$ cat src/rtl/por_pkg.sv
package por_pkg;
  typedef enum logic [0:0] {
    ST_SETTLE = 1'b0,
    ST_READY  = 1'b1
  } start_state_e;
endpackage

$ cat src/rtl/por_shift_gen.sv
// Reset source: initial values only, never cleared by its own output.
module por_shift_gen #(
  parameter int unsigned RST_CYCLES = 4
) (
  input  logic clk_i,
  output logic rst_no
);
  localparam int unsigned MSB = RST_CYCLES - 1;

  logic [MSB:0] sr_q = '1;

  always_ff @(posedge clk_i) begin
    sr_q <= sr_q << 1;
  end

  assign rst_no = ~sr_q[MSB];
endmodule

$ cat src/rtl/por_settle_fsm.sv
module por_settle_fsm
  import por_pkg::*;
#(
  parameter int unsigned SETTLE_STATES = 3
) (
  input  logic clk_i,
  input  logic rst_ni,
  output logic ready_o
);
  localparam int unsigned CNT_W = (SETTLE_STATES > 1) ? $clog2(SETTLE_STATES) : 1;
  localparam logic [CNT_W-1:0] LAST = CNT_W'(SETTLE_STATES - 1);

  start_state_e    state_q = ST_SETTLE;
  logic [CNT_W-1:0] cnt_q  = '0;

  always_ff @(posedge clk_i or negedge rst_ni) begin
    if (!rst_ni) begin
      state_q <= ST_SETTLE;
      cnt_q   <= '0;
    end else begin
      unique case (state_q)
        ST_SETTLE: begin
          if (cnt_q == LAST) state_q <= ST_READY;
          else               cnt_q   <= cnt_q + 1'b1;
        end
        default: state_q <= ST_READY;
      endcase
    end
  end

  assign ready_o = (state_q == ST_READY);
endmodule

$ cat src/rtl/por_demo_reg.sv
module por_demo_reg #(
  parameter int unsigned        DATA_W  = 1,
  parameter logic [DATA_W-1:0]  RST_VAL = '1
) (
  input  logic              clk_i,
  input  logic              rst_ni,
  input  logic [DATA_W-1:0] d_i,
  output logic [DATA_W-1:0] q_o
);
  logic [DATA_W-1:0] q_q = RST_VAL;

  always_ff @(posedge clk_i or negedge rst_ni) begin
    if (!rst_ni) q_q <= RST_VAL;
    else         q_q <= d_i;
  end

  assign q_o = q_q;
endmodule

$ cat src/rtl/por_seq_top.sv
module por_seq_top #(
  parameter int unsigned       RST_CYCLES    = 4,
  parameter int unsigned       SETTLE_STATES = 3,
  parameter int unsigned       DATA_W        = 1,
  parameter logic [DATA_W-1:0] RST_VAL       = '1
) (
  input  logic              clk_i,
  input  logic [DATA_W-1:0] d_i,
  output logic [DATA_W-1:0] q_o,
  output logic              rst_no,
  output logic              rst_o,
  output logic              ready_o
);
  logic rst_n;

  por_shift_gen #(.RST_CYCLES(RST_CYCLES)) u_gen (
    .clk_i  (clk_i),
    .rst_no (rst_n)
  );

  por_settle_fsm #(.SETTLE_STATES(SETTLE_STATES)) u_fsm (
    .clk_i   (clk_i),
    .rst_ni  (rst_n),
    .ready_o (ready_o)
  );

  por_demo_reg #(.DATA_W(DATA_W), .RST_VAL(RST_VAL)) u_demo (
    .clk_i  (clk_i),
    .rst_ni (rst_n),
    .d_i    (d_i),
    .q_o    (q_o)
  );

  assign rst_no = rst_n;
  assign rst_o  = ~rst_n;
endmodule

$ cat config.mk
export PLATFORM = sky130hd
export DESIGN_NAME = por_seq_top
export DESIGN_NICKNAME = d
export VERILOG_FILES = /design/src/rtl/por_pkg.sv /design/src/rtl/por_shift_gen.sv /design/src/rtl/por_settle_fsm.sv /design/src/rtl/por_demo_reg.sv /design/src/rtl/por_seq_top.sv
export SDC_FILE = /design/constraint.sdc
export NUM_CORES = 1
export LEC_CHECK = 0
export ABC_CLOCK_PERIOD_IN_PS = 2870
export BUFFER_PORTS_ARGS = -buffer_cell sky130_fd_sc_hd__buf_2
export CORE_AREA = 2 2 39 41
export DETAILED_ROUTE_END_ITERATION = 12
export DIE_AREA = 0 0 41 43
export GPL_TIMING_DRIVEN = 0
export PLACE_DENSITY = 0.31
export SETUP_SLACK_MARGIN = 0.1
export SYNTH_ARGS = -nofsm -noshare
export SYNTH_HDL_FRONTEND = slang
export SYNTH_SLANG_ARGS = --single-unit
$ cat constraint.sdc
create_clock -name clk_i -period 2.87 [get_ports clk_i]
set_input_delay 0.574 -clock clk_i [delete_from_list [all_inputs] [get_ports clk_i]]
set_output_delay 0.574 -clock clk_i [all_outputs]
set_load 0.01 [all_outputs]
==> qor.csv, run 1 <==
stage;metric;value;unit
power;PwrDens;639;nW/um^2
sta;post-route setup slack;1.60;ns
sta;final clock skew;0.00373;ns
cells_and_area;n_diodes;0;
floorplanning;Chip Height;43;um
synth;Unique masters post-synth;8;
clock_network;CTS Hold Bufs;0;
floorplanning;die area;1760;sq um
cells_and_area;area grow syn2layout;37.7;%
synth;FFs w/ async S/R, synth;0;%
floorplanning;Starting Density;11.0;%
detailed_routing;residual DRC count;0;
synth;top post-synthesis cells by count;buf_4 (2), conb_1 (2), dfxtp_1 (2), edfxtp_1 (2), inv_1 (2);
synth;ys flop type;edfxtp_1;
power;worst vdd ir;0.231;mV
synth;flops & latches, synth;4;
power;clock network fraction of design power;51.1;%
clock_network;clock tree buffer depth;2;
critical_path;Critical Path End Type;primary output;
floorplanning;core area;1380;sq um
hold_path;HP Class;in2reg;
floorplanning;FP Rows;14;
sta;Max Freq;786;MHz
clock_network;Worst-Skew Late Latency;0.23;ns
cells_and_area;fin nets;24;
sta;min Tclk post-route;1.27;ns
critical_path;worst endpoint data arrival time;0.70;ns
clock_network;CTS Root Cell;clkbuf_4;
clock_network;H-tree levels;1;
synth;Post-synth EDFFs;2;
critical_path;CP max stage cell;dfxtp_1;
synth;Mapped Nets;16;
synth;Synth warnings;0;
clock_network;CTS tree;built;
power;P_int;110;uW
critical_path;CP top delay family;flip-flops;
synth;sequential area share after synthesis;65.6;%
job;# Max-Cap Violations;0;
detailed_routing;wire per inst;5.54;um
sta;Slew Viols, Final;0;
sta;final hold vios;0;
power;Net Sw Power;24.3;uW
grt;Global Route Usage Sum;3.73;%
critical_path;maximum fanout along the worst path;3;
sta;setup TNS;0;ns
critical_path;critical path class;reg2out;
sta;unrepaired setup endpoints after global routing;false;
synth;synthesized cell area;153;sq um
clock_network;Post-CTS Resized;0;
floorplanning;IO Pins;6;
detailed_routing;initial drt markers;3;
grt;vias in the first global route;77;
grt;largest net degree at the start of global routing;4;
clock_network;TritonCTS Sinks;4;
place;GPL Wtd Cong;0.467;
clock_network;TritonCTS Buffers;3;
sta;Final setup viols;0;
clock_network;Reg clk slew, reported paths;0.04;ns
synth;Post-Syn Area per Cell;11.7;sq um
place;port bufs;3;
power;combinational share of power;3.7;%
sta;Hold Slack;0.444;ns
detailed_routing;DRT Pass-1 Iters;2;
power;LEAKAGE;0.101;nW
synth;area leader, netlist;edfxtp_1;
clock_network;Setup Buffers After CTS;0;
floorplanning;chip width;41;um
detailed_routing;Vias;89;
grt;initial antenna violation count;0;
critical_path;cell chain of the critical path;buf_2;
power;Seq pwr share;45.2;%
detailed_routing;ANT nets after route;0;
power;Final Power;134;uW
critical_path;crit path launch type;flip-flop;
sta;Final Cycle Share;44.4;%
detailed_routing;via/cell ratio;2.54;
detailed_routing;total wire length;194;um
grt;global-route wire length before repair;310;um
place;pre-CTS setup slack;1.83;ns
grt;total grt overflow;0;
critical_path;number of buffers and inverters on the critical path;1;
critical_path;crit-path max cell delay;0.33;ns
cells_and_area;layout cells sized above 1;42.1;%
run_status;outcome;finished clean;
synth;Synth area leaders;edfxtp_1 (39%), dfxtp_1 (26%), buf_4 (9.8%);
place;cell total after placement;32;
power;switch share;18.1;%
synth;Synth top area share;39.3;%
critical_path;WP data required;2.30;ns
synth;Syn Inst Count;13;
cells_and_area;final std cells w/o fill;35;
-- cells by family (layout without fill, tap and decap cells) --
logic type / after synthesis / in the layout / share of synthesized area (%)
DFF: 4 / 4 / 65.6
and+or+nand+nor: 2 / 2 / 6.56
other: 2 / 2 / 4.92
buffers and inverters: 4 / 10 / 14.8
adders and majority gates: 1 / 1 / 8.20
-- power by group through the flow --
stage	Combinational, mW	Sequential [mW]	Clock, mW
6_report	0.00498	0.0606	0.0687
5_1_grt	0.00559	0.0606	0.0803
4_1_cts	0.00493	0.0606	0.0738
3_5_place_dp	0.00493	0.0615	0
3_3_place_gp	0.00488	0.0615	0
2_1_floorplan	0.00316	0.0620	0
-- metrics by stage --
step           instance area, sq um  util, %
6_report                        210     15.2
5_1_grt                         210     15.2
4_1_cts                         210     15.2
3_5_place_dp                    188     13.6
3_3_place_gp                    188     13.6
2_1_floorplan                   153        -
-- flip-flops by register name, indices dropped and copies added, names as in the netlist --
name           cells
u_fsm.cnt_q        2
u_fsm.ready_o      1
u_demo.q_o         1
-- placed cells by master (no fill, tap or decap) --
master	Yosys	routed
buf_2	0	3
buf_4	2	2
clkbuf_4	0	3
conb_1	2	2
dfxtp_1	2	2
edfxtp_1	2	2
ha_1	1	1
inv_1	2	2
nor2_1	1	1
or2_1	1	1
-- final timing paths --
check        slack (ns)            from        endpoint  cells after the start
max reg2reg        1.84  u_fsm.cnt_q[0]  u_fsm.cnt_q[1]                      3
max                1.60   u_fsm.ready_o         ready_o                      1
min                0.44             d_i      u_demo.q_o                      1
min reg2reg        0.46   u_fsm.ready_o   u_fsm.ready_o                      1
-- per-layer routing --
metal	global-route usage [%]	part of all wire, %	routed length (um)	vias up
li1	-	-	-	47
met2	2.81	26	50	9
met5	0	0	0	-
met1	2.60	41	79	33
met4	0	0	0	0
met3	10.5	32	63	0
-- area by class of cell --
type | instances | area [sq um]
fillers | 151 | 1170
well taps | 16 | 20.0
multi-input cells | 5 | 30.0
inverters | 2 | 7.51
plain buffers | 2 | 15.0
repair buffers | 3 | 15.0
clock buffers | 3 | 22.5
flip-flops and latches | 4 | 100
Note: power is estimated with default switching activity, not from simulation.
==> run 2, diff against run 1 <==
ABC_CLOCK_PERIOD_IN_PS = 1100   (was 2870)
clock period = 1.1 ns   (was 2.87 ns; I/O delays follow)
==> run 2 against run 1 <==
Effect of this change: critical path depth up 2; final cell count unchanged; clock power increased to 2.6 times the previous value; hold slack lost 0.35 ns; total power increased to 2.6 times the previous value; global-route usage unchanged; via count down 2.2%; worst setup slack got worse by 1.5 ns; first-iteration DRC count shrank 67%; sequential power grew to 2.6 times the previous value; sequential cell count stayed put; clock-buffer cell count stayed put; highest routed layer unchanged.
==> qor.csv, run 2 (same netlist as run 1, synthesis figures left out) <==
stage;metric;value;unit;change
cells_and_area;area grow syn2layout;41.0;%;
floorplanning;FP Rows;14;;unchanged
grt;largest net degree at the start of global routing;4;;unchanged
sta;Final Cycle Share;89.1;%;
critical_path;FF-to-FF setup slack;0.12;ns;-1.72 ns
critical_path;Reg2Reg Depth;3;;unchanged
floorplanning;core area;1380;sq um;unchanged
hold_path;Worst Hold End;u_demo.q_o;;
sta;final hold vios;0;;unchanged
detailed_routing;residual DRC count;0;;unchanged
power;worst vdd ir;0.610;mV;+160%
cells_and_area;fin nets;24;;unchanged
power;Seq pwr share;45.2;%;about the same
clock_network;clock tree buffer depth;2;;unchanged
sta;post-route setup slack;0.120;ns;-1.48 ns
floorplanning;IO Pins;6;;unchanged
cells_and_area;filler instances;150;;-0.66%
place;pre-CTS setup slack;0.0627;ns;-1.77 ns
sta;Slew Viols, Final;0;;unchanged
grt;initial antenna violation count;0;;unchanged
clock_network;TritonCTS Sinks;4;;unchanged
sta;Max Freq;1020;MHz;
sta;Final setup viols;0;;unchanged
critical_path;critical path class;reg2reg;;
power;P_int;287;uW;+160%
grt;global-route wire length before repair;310;um;unchanged
sta;unrepaired setup endpoints after global routing;true;;
clock_network;Reg clk slew, reported paths;0.04;ns;about the same
power;combinational share of power;3.7;%;about the same
power;switch share;18.0;%;-0.12 points
power;LEAKAGE;0.0987;nW;-2.2%
critical_path;capturing point of the worst reg2reg path;u_fsm.cnt_q[1];;
job;# Max-Cap Violations;0;;unchanged
critical_path;Critical Path End Type;flip-flop;;
grt;total grt overflow;0;;unchanged
sta;setup TNS;0;ns;unchanged
sta;final clock skew;0.00337;ns;-0.000358 ns
detailed_routing;DRT Pass-1 Iters;2;;unchanged
cells_and_area;n_diodes;0;;unchanged
place;GPL Wtd Cong;0.467;;unchanged
critical_path;WP data required;1.03;ns;-1.27 ns
hold_path;Hold Path Stages;1;;unchanged
cells_and_area;max FFs per register;2;;unchanged
grt;Global Route Usage Sum;3.73;%;unchanged
hold_path;worst hold start;d_i;;
detailed_routing;ANT nets after route;0;;unchanged
critical_path;crit-path max cell delay;0.31;ns;-0.02 ns
detailed_routing;Vias;87;;-2.2%
sta;min Tclk post-route;0.980;ns;
grt;vias in the first global route;77;;unchanged
detailed_routing;via/cell ratio;2.49;;-2.2%
detailed_routing;wire per inst;5.51;um;-0.52%
critical_path;maximum fanout along the worst path;2;;-1
power;clock network fraction of design power;51.1;%;about the same
hold_path;HP Class;in2reg;;
run_status;outcome;finished clean;;
critical_path;CP max stage cell;edfxtp_1;;
critical_path;cell chain of the critical path;inv_1, ha_2, nor2_2;;
floorplanning;chip width;41;um;unchanged
place;port bufs;3;;unchanged
floorplanning;Chip Height;43;um;unchanged
floorplanning;die area;1760;sq um;unchanged
cells_and_area;largest reg by FF count;u_fsm.cnt_q;;
clock_network;H-tree levels;1;;unchanged
clock_network;TritonCTS Buffers;3;;unchanged
power;PwrDens;1630;nW/um^2;+150%
clock_network;Worst-Skew Late Latency;0.23;ns;about the same
cells_and_area;footprint of the multi-input gates;35.0;sq um;+17%
critical_path;crit path launch type;flip-flop;;
cells_and_area;layout cells sized above 1;52.6;%;+11 points
cells_and_area;Register Area;100;sq um;unchanged
critical_path;worst endpoint data arrival time;0.91;ns;+0.21 ns
clock_network;CTS Root Cell;clkbuf_4;;
sta;Hold Slack;0.0904;ns;-0.354 ns
floorplanning;Starting Density;11.0;%;unchanged
detailed_routing;initial drt markers;1;;-2
clock_network;CTS tree;built;;
power;Net Sw Power;63.0;uW;+160%
critical_path;Reg-to-Reg Start;u_fsm.cnt_q[0];;
detailed_routing;total wire length;193;um;-0.52%
cells_and_area;most frequent cells in the layout;clkbuf_4 (3), buf_2 (3);;
==> run 2: cell counts in the layout (fill, tap and decap cells not counted) <==
Identical to the previous run, type by type.
==> run 2: what timing repair did <==
action | CTS | global route
cloned | 0 | 0
buffers inserted | 0 | 0
gates resized for setup | 1 | 1
setup endpoints to repair | 2 | 2
pin swaps | 1 | 1
hold buffers | 0 | 0
hold endpoints to repair | 0 | 0
==> run 2: layer usage <==
| layer | GRT usage, % | share of wire (%) | up-vias | routed length, um |
|---|---|---|---|---|
| met1 | 2.60 | 41 | 31 | 79 |
| met2 | 2.81 | 26 | 9 | 50 |
| met3 | 10.5 | 33 | 0 | 63 |
| met4 | 0 | 0 | 0 | 0 |
| li1 | - | - | 47 | - |
| met5 | 0 | 0 | - | 0 |
==> run 2: worst max-delay path by stage <==
stage / end / slack [ns] / start / cells after the start
2_1_floorplan: u_fsm.cnt_q[0] / 0.12 / u_fsm.cnt_q[1] / 2
3_3_place_gp: u_fsm.cnt_q[1] / 0.09 / u_fsm.cnt_q[0] / 3
3_5_place_dp: u_fsm.cnt_q[1] / 0.06 / u_fsm.cnt_q[0] / 3
4_1_cts: u_fsm.cnt_q[1] / 0.11 / u_fsm.cnt_q[0] / 3
5_1_grt: u_fsm.cnt_q[0] / 0.09 / u_fsm.cnt_q[1] / 2
6_report: u_fsm.cnt_q[1] / 0.12 / u_fsm.cnt_q[0] / 3
==> run 2: worst max-delay path, delay by kind of cell (launching register included) <==
family                     cells  cell delay, ns
adders and majority gates      1            0.18
buffers and inverters          1            0.05
DFF                            1            0.31
and+or+nand+nor                1            0.14
==> run 2: power by group through the flow <==
| stage | Sequential, mW | Clock (mW) | Combinational, mW |
|---|---|---|---|
| after global routing | 0.158 | 0.210 | 0.0146 |
| after floorplan | 0.162 | 0 | 0.00823 |
| after global placement | 0.161 | 0 | 0.0127 |
| after CTS | 0.158 | 0.193 | 0.0129 |
| after detailed placement | 0.160 | 0 | 0.0129 |
| final | 0.158 | 0.179 | 0.0130 |
==> run 2: area by class of cell <==
cell class                 count  area share, %
sequential                     4           46.5
multi-input combinational      5           16.3
clock buffer                   3           10.5
tap                           16           9.30
timing repair buffer           3           6.98
buffer                         2           6.98
inverter                       2           3.49
==> run 2: stage by stage <==
stage / total power [mW] / instances / cell area [sq um] / util (%)
final: 0.350 / 35 / 215 / 15.6
after global routing: 0.382 / 35 / 215 / 15.6
after CTS: 0.364 / 35 / 213 / 15.4
after detailed placement: 0.173 / 32 / 188 / 13.6
after global placement: 0.173 / 32 / 188 / 13.6
after floorplan: 0.170 / 13 / 153 / -
